<file path="config.mk">
export PLATFORM = sky130hd
export DESIGN_NAME = dslope_seq
export DESIGN_NICKNAME = d
export VERILOG_FILES = /design/src/rtl/dsq_pkg.sv /design/src/rtl/dsq_decade.sv /design/src/rtl/dsq_counter.sv /design/src/rtl/dsq_phase.sv /design/src/rtl/dsq_result.sv /design/src/rtl/dslope_seq.sv
export SDC_FILE = /design/constraint.sdc
export NUM_CORES = 1
export LEC_CHECK = 0
export ABC_CLOCK_PERIOD_IN_PS = 3230
export BUFFER_PORTS_ARGS = -buffer_cell sky130_fd_sc_hd__buf_4
export CAP_MARGIN = 20
export CORE_AREA = 2 2 66 62
export CTS_BUF_LIST = sky130_fd_sc_hd__clkbuf_4 sky130_fd_sc_hd__clkbuf_8 sky130_fd_sc_hd__clkbuf_16
export DETAILED_ROUTE_END_ITERATION = 10
export DIE_AREA = 0 0 68 64
export GPL_TIMING_DRIVEN = 1
export PLACE_DENSITY = 0.91
export SYNTH_ARGS = -nofsm -noshare
export SYNTH_HDL_FRONTEND = slang
export SYNTH_SLANG_ARGS = --single-unit
export TNS_END_PERCENT = 10
</file>
<file path="constraint.sdc">
create_clock -name clk -period 3.23 [get_ports clk]
set_input_delay 0.969 -clock clk [delete_from_list [all_inputs] [get_ports clk]]
set_output_delay 0.969 -clock clk [all_outputs]
set_load 0.005 [all_outputs]
</file>
<file path="src/rtl/dsq_pkg.sv">
package dsq_pkg;
   localparam int DIGIT_W = 4;

   typedef enum logic [1:0] {
      PH_AZ    = 2'd0,
      PH_INT   = 2'd1,
      PH_DEINT = 2'd2
   } phase_t;
endpackage

</file>
<file path="src/rtl/dsq_decade.sv">
module dsq_decade
   import dsq_pkg::*;
(
   input  logic               clk,
   input  logic               rst_n,
   input  logic               cin,
   output logic [DIGIT_W-1:0] q,
   output logic [DIGIT_W-1:0] q_nxt,
   output logic               cout
);
   localparam logic [DIGIT_W-1:0] NINE = DIGIT_W'(9);

   always_comb begin
      cout  = cin && (q == NINE);
      q_nxt = q;
      if (cin) q_nxt = (q == NINE) ? '0 : q + 1'b1;
   end

   always_ff @(posedge clk) begin
      if (!rst_n) q <= '0;
      else        q <= q_nxt;
   end

   // a decade never leaves the BCD range
   p_digit_bcd_r1: assert property (@(posedge clk) disable iff (!rst_n) q <= NINE);
endmodule

</file>
<file path="src/rtl/dsq_counter.sv">
module dsq_counter
   import dsq_pkg::*;
#(
   parameter int NDEC = 4,
   localparam int W = NDEC * DIGIT_W
)(
   input  logic         clk,
   input  logic         rst_n,
   output logic [W-1:0] cnt,
   output logic [W-1:0] cnt_nxt,
   output logic         wrap
);
   logic [NDEC:0] carry;
   assign carry[0] = 1'b1;

   for (genvar i = 0; i < NDEC; i++) begin : g_dec
      dsq_decade u_dec (
         .clk   (clk),
         .rst_n (rst_n),
         .cin   (carry[i]),
         .q     (cnt[i*DIGIT_W +: DIGIT_W]),
         .q_nxt (cnt_nxt[i*DIGIT_W +: DIGIT_W]),
         .cout  (carry[i+1])
      );
   end

   assign wrap = carry[NDEC];

   // a full carry out always leaves the counter at zero
   p_wrap_zero_r1: assert property (@(posedge clk) disable iff (!rst_n)
      wrap |=> (cnt == '0));
endmodule

</file>
<file path="src/rtl/dsq_phase.sv">
module dsq_phase
   import dsq_pkg::*;
#(
   parameter int NDEC = 4,
   parameter int START_DIGIT = 7,
   parameter int LIMIT_DIGIT = 6,
   localparam int W = NDEC * DIGIT_W,
   localparam logic [W-1:0] START_BCD = W'(START_DIGIT) << (W - DIGIT_W),
   localparam logic [W-1:0] LIMIT_BCD = W'(LIMIT_DIGIT) << (W - DIGIT_W)
)(
   input  logic         clk,
   input  logic         rst_n,
   input  logic [W-1:0] cnt,
   input  logic [W-1:0] cnt_nxt,
   input  logic         wrap,
   input  logic         cmp_in,
   output phase_t       phase,
   output logic         cap,
   output logic         stop,
   output logic         forced
);
   phase_t phase_nxt;

   always_comb begin
      phase_nxt = phase;
      stop      = 1'b0;
      forced    = 1'b0;
      case (phase)
         PH_AZ:    if (cnt_nxt == START_BCD) phase_nxt = PH_INT;
         PH_INT:   if (wrap) phase_nxt = PH_DEINT;
         PH_DEINT: begin
            if (cmp_in != cap) begin
               stop      = 1'b1;
               phase_nxt = PH_AZ;
            end else if (cnt_nxt == LIMIT_BCD) begin
               stop      = 1'b1;
               forced    = 1'b1;
               phase_nxt = PH_AZ;
            end
         end
         default:  phase_nxt = PH_AZ;
      endcase
   end

   always_ff @(posedge clk) begin
      if (!rst_n) begin
         phase <= PH_AZ;
         cap   <= 1'b0;
      end else begin
         phase <= phase_nxt;
         if (phase == PH_INT && wrap) cap <= cmp_in;
      end
   end

   // input integration is entered only at the start position
   p_int_entry_r3: assert property (@(posedge clk) disable iff (!rst_n)
      (phase == PH_INT && $past(phase) != PH_INT) |-> (cnt == START_BCD));
   // reference integration is entered only at zero, straight from input integration
   p_deint_entry_r4: assert property (@(posedge clk) disable iff (!rst_n)
      (phase == PH_DEINT && $past(phase) != PH_DEINT) |-> (cnt == '0 && $past(phase) == PH_INT));
   // captured level is frozen throughout reference integration
   p_cap_hold_r4: assert property (@(posedge clk) disable iff (!rst_n)
      (phase == PH_DEINT && $past(phase) == PH_DEINT) |-> $stable(cap));
   // reference integration never reaches the limit count
   p_limit_r6: assert property (@(posedge clk) disable iff (!rst_n)
      (phase == PH_DEINT) |-> (cnt < LIMIT_BCD));
endmodule

</file>
<file path="src/rtl/dsq_result.sv">
module dsq_result
   import dsq_pkg::*;
#(
   parameter int NDEC = 4,
   parameter int LIMIT_DIGIT = 6,
   localparam int W = NDEC * DIGIT_W,
   localparam logic [W-1:0] LIMIT_BCD = W'(LIMIT_DIGIT) << (W - DIGIT_W)
)(
   input  logic         clk,
   input  logic         rst_n,
   input  logic         load,
   input  logic         forced,
   input  logic         cap,
   input  logic [W-1:0] cnt,
   output logic [W-1:0] res,
   output logic         pol,
   output logic         ovr,
   output logic         ld
);
   always_ff @(posedge clk) begin
      if (!rst_n) begin
         res <= '0;
         pol <= 1'b0;
         ovr <= 1'b0;
         ld  <= 1'b0;
      end else begin
         ld <= load;
         if (load) begin
            res <= forced ? LIMIT_BCD : cnt;
            pol <= cap;
            ovr <= forced;
         end
      end
   end

   // result, polarity and flag move only with the load pulse
   p_hold_r7: assert property (@(posedge clk) disable iff (!rst_n)
      !ld |-> ($stable(res) && $stable(pol) && $stable(ovr)));
   // an overrange result always carries the limit value
   p_ovr_value_r6: assert property (@(posedge clk) disable iff (!rst_n)
      ovr |-> (res == LIMIT_BCD));
endmodule

</file>
<file path="src/rtl/dslope_seq.sv">
module dslope_seq
   import dsq_pkg::*;
#(
   parameter int NDEC = 4,
   parameter int START_DIGIT = 7,
   parameter int LIMIT_DIGIT = 6,
   localparam int W = NDEC * DIGIT_W
)(
   input  logic         clk,
   input  logic         rst_n,
   input  logic         cmp_in,
   output logic         ph_int,
   output logic         ph_ref_pos,
   output logic         ph_ref_neg,
   output logic         ph_az,
   output logic         pol,
   output logic [W-1:0] res_bcd,
   output logic         ovr,
   output logic         res_ld
);
   if (NDEC < 1 || NDEC > 8) begin : g_bad_ndec
      $error("dslope_seq: NDEC must lie in 1..8");
   end
   if (START_DIGIT < 1 || START_DIGIT > 9) begin : g_bad_start
      $error("dslope_seq: START_DIGIT must lie in 1..9");
   end
   if (LIMIT_DIGIT < 1 || LIMIT_DIGIT >= START_DIGIT) begin : g_bad_limit
      $error("dslope_seq: LIMIT_DIGIT must lie in 1..START_DIGIT-1");
   end

   logic [W-1:0] cnt, cnt_nxt;
   logic         wrap, cap, stop, forced;
   phase_t       phase;

   dsq_counter #(.NDEC(NDEC)) u_cnt (
      .clk (clk), .rst_n (rst_n), .cnt (cnt), .cnt_nxt (cnt_nxt), .wrap (wrap)
   );

   dsq_phase #(.NDEC(NDEC), .START_DIGIT(START_DIGIT), .LIMIT_DIGIT(LIMIT_DIGIT)) u_phase (
      .clk (clk), .rst_n (rst_n), .cnt (cnt), .cnt_nxt (cnt_nxt), .wrap (wrap),
      .cmp_in (cmp_in), .phase (phase), .cap (cap), .stop (stop), .forced (forced)
   );

   dsq_result #(.NDEC(NDEC), .LIMIT_DIGIT(LIMIT_DIGIT)) u_res (
      .clk (clk), .rst_n (rst_n), .load (stop), .forced (forced), .cap (cap),
      .cnt (cnt), .res (res_bcd), .pol (pol), .ovr (ovr), .ld (res_ld)
   );

   assign ph_int     = (phase == PH_INT);
   assign ph_ref_pos = (phase == PH_DEINT) && !cap;
   assign ph_ref_neg = (phase == PH_DEINT) &&  cap;
   assign ph_az      = (phase == PH_AZ);

   // exactly one phase strobe at a time
   p_onehot_r10: assert property (@(posedge clk) disable iff (!rst_n)
      $countones({ph_int, ph_ref_pos, ph_ref_neg, ph_az}) == 1);
   // the load pulse coincides with the first auto-zero clock after reference integration
   p_ld_az_r7: assert property (@(posedge clk) disable iff (!rst_n)
      res_ld |-> (ph_az && ($past(ph_ref_pos) || $past(ph_ref_neg))));
   // polarity latched equals the reference strobe that just ended
   p_pol_r8: assert property (@(posedge clk) disable iff (!rst_n)
      res_ld |-> (pol == $past(ph_ref_neg)));
endmodule

</file>
==> run metrics, run 1 <==
status=complete, no violations; Max IR drop VDD=0.000260 V; Final Worst Setup Slack=0.774 ns; synth top area cells=dfxtp_1, a21boi_0, o211ai_1; CTS Sinks=38; main combinational cell family by area after synthesis=simple AND/OR/NAND/NOR gates; #FFs+latches synth=38; Startpoint Class=flop; count leader, synth=dfxtp_1; Worst Hold Class=flop to flop; layout cells sized above 1=0.222; crit path capture type=flop; Yosys top cell area share=0.362; most common library cells after synthesis=dfxtp_1, nand2_1, a21boi_0; cell count after synthesis=229; DP Area=0.00220 mm^2; post-layout util=0.634; post-synthesis compound-gate area fraction=0.225; dominant cell type by area after synthesis=dfxtp_1; antenna-violating nets left=0; Port Buffers=25; post-layout min period=2.46 ns; GRT Total Usage=0.214; Core Region=0.00363 mm^2; met1 Resource Use GR=0.279; unrepaired setup endpoints after global routing=false; Static Leakage=0.836 nW; initial antenna violation count=0; Top cell by count, worst path=mux2i_1; die area=0.00435 mm^2; total gr overflow=0; worst reg2reg path depth=6; Root Driver=clkbuf_8; CTS Buffer Depth=2; Post-Synth Simple-Gate Area=0.262; worst skew pair latency=0.30 ns; worst reg2reg path endpoint=u_res.pol$_SDFFE_PN0P_; count of final setup violators=0; mean cell area of the mapped netlist=9.17 um^2; postcts setup bufs=0; CP delay by family, top=simple AND/OR/NAND/NOR gates; vias in the first global route=1519; CTS Buf Count=5; Synth Cell Area=0.00210 mm^2; GR Util met3=0.0669; Die Wd=68 um; maxcap violations=0; drt via density=5.73; CTS tree=done; CP Max Fanout=18; nets=247; total detailed-routing wirelength=4140 um; Crit path largest cell delay=0.49 ns; Top Usage Layer GRT=met2; Worst EP arrival=2.69 ns; Worst-path clk slew=0.07 ns; Final GP Congestion=0.833; Worst path slowest cell=dfxtp_1; Post-synth EDFFs=0; register area share after synthesis=0.362; post-synthesis net count=234; PD cells=374 mW/mm^2; # resized after CTS=0; htree depth=2; Iteration-0 DRC Markers=126; Synth Area in XOR/XNOR=0.0250; Max transition margin=0.510; crit path buf inv count=0; flop2flop setup slack=0.77 ns; post-synthesis adder-cell area fraction=0.0119; Initial Utilization=0.579; pin count of the biggest net entering global routing=40; post-route DRC violation count=0; Placement Setup Slack=0.781 ns; Hold Path Sink=u_res.pol$_SDFFE_PN0P_; Post-synth ARST share=0; Critical R2R Launch=u_cnt.g_dec[0].u_dec.q[0]$_SDFF_PN0_; Setup TNS=0 ns; final instance area=0.00230 mm^2; worst-margin pin slew=0.734 ns; Hold Crit Depth=2; CP required=3.46 ns; die height=64 um; final hold violation count=0; Ports=26; max-slew violations=0; hold-fix buffers at CTS=0; Peak Freq=407 MHz; hold path start=u_res.pol$_SDFFE_PN0P_; YS warnings=0; multiplexer area fraction after synthesis=0.0381; DR pass1 iterations=6; critical path type=flop to flop; DP HPWL=2690 um; vias=1656; Worst Skew=0.00738 ns; DR WL/cell=14.3 um; Site Rows=21; worst-path cell chain=and4bb_2 > nand4_1 > mux2i_1 > o2111ai_4 > o21ai_2 > mux2i_1; Layout area overhead=9.48%; first-pass GRT wire length=7030 um; Antenna Cells=0; routing usage on met2=0.317; library cells used by synthesis=48; Primary FF master, synth=dfxtp_1; crit share post-route=0.761
## kinds of logic after synthesis
| group | count (synthesis) |
|---|---|
| simple gates | 92 |
| mux | 8 |
| fa+ha+maj | 2 |
| flops | 38 |
| compound gates | 59 |
| xor+xnor | 6 |
| buf+inv | 24 |
## flip-flops by register name, summed over array words and instances (netlist names)
signal / count
u_cnt.g_dec.u_dec.q: 16
u_res.ld: 1
u_res.ovr: 1
u_res.res: 16
u_phase.phase: 2
u_res.pol: 1
u_phase.cap: 1
## worst max-delay path by stage
stage                                          from                          to  depth (start not counted)
4_1_cts        u_cnt.g_dec[0].u_dec.q[0]$_SDFF_PN0_  u_res.res[14]$_SDFFE_PN0P_                          6
6_report       u_cnt.g_dec[0].u_dec.q[0]$_SDFF_PN0_      u_res.pol$_SDFFE_PN0P_                          6
2_1_floorplan  u_cnt.g_dec[0].u_dec.q[2]$_SDFF_PN0_  u_res.res[10]$_SDFFE_PN0P_                          8
3_5_place_dp   u_cnt.g_dec[0].u_dec.q[0]$_SDFF_PN0_  u_res.res[13]$_SDFFE_PN0P_                          6
3_3_place_gp   u_cnt.g_dec[0].u_dec.q[0]$_SDFF_PN0_      u_res.pol$_SDFFE_PN0P_                          6
5_1_grt        u_cnt.g_dec[0].u_dec.q[0]$_SDFF_PN0_      u_res.pol$_SDFFE_PN0P_                          6
## worst min-delay path: stages, from the launching register on
cell     delay [ns]
dfxtp_1        0.31
nand2_1        0.05
mux2i_1        0.05
## per-stage QoR
stage	cells	hold slack, ns	total power [mW]
floorplan	229	0.451	0.520
global placement	281	0.450	0.520
detailed placement	281	0.453	0.521
CTS	289	0.463	0.867
global route	289	0.495	0.890
finish	289	0.460	0.860
## cell usage in the layout, fill, tap and decap left out, types with 2 or more instances in the layout
cell,instances
nand4_1,2
xnor2_1,5
nor2_1,8
and4bb_2,3
mux2i_1,8
nand3_1,4
and3_2,2
o211ai_1,15
nor3_1,4
o221a_2,3
o21ai_0,7
nand2_1,29
nor3b_1,4
a21boi_0,17
ha_1,2
dfxtp_1,38
clkbuf_8,6
inv_1,5
and2_1,7
buf_4,25
nand2b_1,2
nor2b_1,15
a21oi_1,7
and2b_2,2
## power by group
part           internal, mW  switching [mW]
sequential            0.472         0.00813
combinational        0.0156          0.0144
clock                 0.181           0.169
## per-layer routing
layer,up-vias,wire length [um]
met1,779,2030
met4,0,79
met3,8,177
met2,32,1860
met5,-,0
li1,837,-
## layout make-up
cell class	instances	area, um^2
flip-flops and latches	38	761
fillers	300	1330
clock inverters	1	5.00
repair buffers	25	188
multi-input cells	167	1180
inverters	5	18.8
well taps	46	57.6
clock buffers	7	90.1
(Power assumes the default switching activity.)
==> run 2, diff against run 1 <==
Settings changed: ABC_AREA from default to 1, ABC_CLOCK_PERIOD_IN_PS 3230 to 2100, CORE_AREA 2 2 66 62 to 2 2 70 65, DIE_AREA 0 0 68 64 to 0 0 72 67, PLACE_DENSITY 0.91 to 0.85.
Clock period 3.23 ns to 2.1 ns, I/O delays scaled along.
==> run 2 against run 1 <==
Net effect:
- design area grew 7.5%
- non-clock buffer count rose by 13
- maximum frequency increased by 23%
- sequential power is 53% higher
- die area rose by 11%
- global-route usage shrank 1.8 points
- final cell count grew 21%
- clock skew is 0.0014 ns higher
- critical path type unchanged
- largest cell class unchanged
==> run metrics, run 2 <==
die height=67 um (+4.7%); post-synthesis net count=270 (+15%); Site Rows=22 (+4.8%); worst-path cell chain=inv_1 > ha_1 > nand2_1 > nor2_2 > or2_2 > nand3_1 > nand2_2 > inv_2 > nand2_2 > nor2_4 > nand3_4 > buf_4 > nand3_1 > a21oi_1; Post-synth EDFFs=0 (unchanged); final hold violation count=0 (unchanged); biggest registers after layout=u_cnt.g_dec.u_dec.q (16), u_res.res (16), u_phase.phase (2); crit path capture type=flop; post-synthesis adder-cell area fraction=0.0123 (+0.000396); pin count of the biggest net entering global routing=34 (-15%); Max transition margin=0.723 (+0.213); main combinational cell family by area after synthesis=simple AND/OR/NAND/NOR gates; maxcap violations=0 (unchanged); post-synthesis compound-gate area fraction=0.108 (-0.117); Ports=26 (unchanged); htree depth=2 (unchanged); most common library cells after synthesis=nand2_1, dfxtp_1, nor2_1; DR WL/cell=12.9 um (-10%); Worst EP arrival=2.16 ns (-0.53 ns); Max IR drop VDD=0.000303 V (+17%); count of final setup violators=0 (unchanged); Layout area overhead=21.6%; initial antenna violation count=0 (unchanged); CP Max Fanout=7 (-11); Peak Freq=500 MHz (+23%); #FFs+latches synth=38 (unchanged); Port Buffers=25 (unchanged); vias=1806 (+9.1%); CP required=2.26 ns (-1.20 ns); DP HPWL=3180 um (+18%); max-slew violations=0 (unchanged); Root Driver=clkbuf_8; Synth Area in XOR/XNOR=0.0166 (-0.00840); hold-fix buffers at CTS=0 (unchanged); YS warnings=0 (unchanged); Iteration-0 DRC Markers=125 (-0.79%); layout cells sized above 1=0.341 (+0.119); unrepaired setup endpoints after global routing=true; drt via density=5.16 (-9.9%); # fillers=329 (+9.7%); Pwr Total=1.52 mW (+77%); post-layout min period=2.00 ns (-0.458 ns); Core Region=0.00405 mm^2 (+12%); CP delay by family, top=simple AND/OR/NAND/NOR gates; post-layout util=0.610 (-0.0235); Antenna Cells=0 (unchanged); dominant cell type by area after synthesis=dfxtp_1; Worst-path clk slew=0.08 ns (about the same); total detailed-routing wirelength=4500 um (+8.6%); Worst Skew=0.00876 ns (+0.00138 ns); Worst Hold Class=flop to flop; flop2flop setup slack=0.10 ns (-0.67 ns); PD cells=616 mW/mm^2 (+65%); crit share post-route=0.952 (+0.191); die area=0.00482 mm^2 (+11%); Synth Cell Area=0.00203 mm^2 (-3.2%); Setup TNS=0 ns (unchanged); Final GP Congestion=0.888 (+6.7%); cell count after synthesis=265 (+16%); Post-synth ARST share=0 (unchanged); count leader, synth=nand2_1; Startpoint Class=flop; most frequent cells in the layout=nand2_1, buf_4, dfxtp_1; vias in the first global route=1615 (+6.3%); worst skew pair latency=0.29 ns (about the same); multiplexer area fraction after synthesis=0 (-0.0381); DP Area=0.00226 mm^2 (+2.7%); antenna-violating nets left=0 (unchanged); status=complete, no violations; Initial Utilization=0.502 (-0.0769); Worst path slowest cell=dfxtp_4; synth top area cells=dfxtp_1, nand2_1, nand3_1; final instance area=0.00247 mm^2 (+7.5%); GRT Total Usage=0.196 (-0.0177); crit path buf inv count=3 (+3); first-pass GRT wire length=7330 um (+4.3%); hold_ws=0.473 ns (+0.0135 ns); critical path type=flop to flop; CTS Buf Count=5 (unchanged); Primary FF master, synth=dfxtp_1; library cells used by synthesis=31 (-35%); CTS tree=done; commonest non-fill, non-tap cell in the layout=nand2_1; Static Leakage=1.09 nW (+30%); DR pass1 iterations=4 (-2); worst-margin pin slew=0.415 ns (-0.319 ns); Yosys top cell area share=0.374 (+0.0120); mean cell area of the mapped netlist=7.67 um^2 (-16%); post-route DRC violation count=0 (unchanged); nets=306 (+24%); Post-Synth Simple-Gate Area=0.396 (+0.134); total gr overflow=0 (unchanged); Die Wd=72 um (+5.9%); register area share after synthesis=0.374 (+0.0120); Crit path largest cell delay=0.37 ns (-0.12 ns); CTS Sinks=38 (unchanged); CTS Buffer Depth=2 (unchanged)
## run 2: cell types whose count changed after synthesis, sizes merged, moves of 7 or more
| cell | before | now |
|---|---|---|
| nand2 | 29 | 72 |
| nand3 | 4 | 33 |
| inv | 5 | 32 |
| nor2 | 8 | 35 |
| a21boi | 17 | 0 |
| a21oi | 8 | 25 |
| nor2b | 15 | 0 |
| o211ai | 15 | 0 |
| and2 | 8 | 0 |
| mux2i | 8 | 0 |
| clkbuf | 11 | 4 |
## run 2: logic make-up (layout without fill, tap and decap cells)
logic type	Yosys count	in the layout
fa+ha+maj	2	2
compound gates	33	33
buf+inv	41	78
flops	38	38
xor+xnor	3	3
simple gates	148	148
## run 2: what timing repair did
| action | 4_1_cts | 5_1_grt |
|---|---|---|
| setup buffers | 2 | 4 |
| resized for setup | 1 | 5 |
| pin swaps | 1 | 2 |
| setup endpoints to repair | 15 | 19 |
| hold endpoints to repair | 0 | 0 |
## run 2: path summary, 6_finish.rpt
check / startpoint / to / depth (start not counted)
worst max-delay path: u_cnt.g_dec[3].u_dec.q[1]$_SDFF_PN0_ / u_res.res[2]$_SDFFE_PN0P_ / 14
worst min-delay path: u_res.res[7]$_SDFFE_PN0P_ / u_res.res[7]$_SDFFE_PN0P_ / 2
worst max register to register: u_cnt.g_dec[3].u_dec.q[1]$_SDFF_PN0_ / u_res.res[2]$_SDFFE_PN0P_ / 14
worst min register to register: u_res.res[7]$_SDFFE_PN0P_ / u_res.res[7]$_SDFFE_PN0P_ / 2
## run 2: power breakdown
group | switching, mW | leakage (nW) | internal [mW]
logic | 0.0354 | 0.710 | 0.0169
registers | 0.00862 | 0.308 | 0.723
clock network | 0.261 | 0.0683 | 0.476
total | 0.305 | 1.09 | 1.22
## run 2: layout make-up
type,count,area (um^2),share of cell area
Clock buffer,5,68.8,0.0279
Inverter,32,120,0.0486
Multi-Input combinational cell,186,1090,0.440
Clock inverter,3,68.8,0.0279
Sequential cell,38,767,0.311
Timing Repair Buffer,38,298,0.121
Tap cell,48,60.1,0.0243
## run 2: worst reg2reg max path: stages (launching register included)
cell and delay (ns):
dfxtp_4 0.37, inv_1 0.07, ha_1 0.17, nand2_1 0.07
nor2_2 0.05, or2_2 0.28, nand3_1 0.09, nand2_2 0.08
inv_2 0.05, nand2_2 0.06, nor2_4 0.11, nand3_4 0.13
buf_4 0.17, nand3_1 0.08, a21oi_1 0.09
## run 2: routing by layer
layer / part of all wire / global-route usage / wire length (um)
met1: 0.46 / 0.248 / 2050
met2: 0.47 / 0.330 / 2130
met3: 0.050 / 0.0545 / 226
met4: 0.020 / 0.0495 / 91
met5: 0 / 0 / 0
## run 2: through the flow
| stage | instances | setup slack, ns |
|---|---|---|
| after CTS | 346 | 0.0317 |
| after floorplan | 265 | 0.237 |
| after global placement | 336 | -0.0209 |
| final | 350 | 0.101 |
| after global routing | 350 | -0.0291 |
| after detailed placement | 336 | -0.0434 |
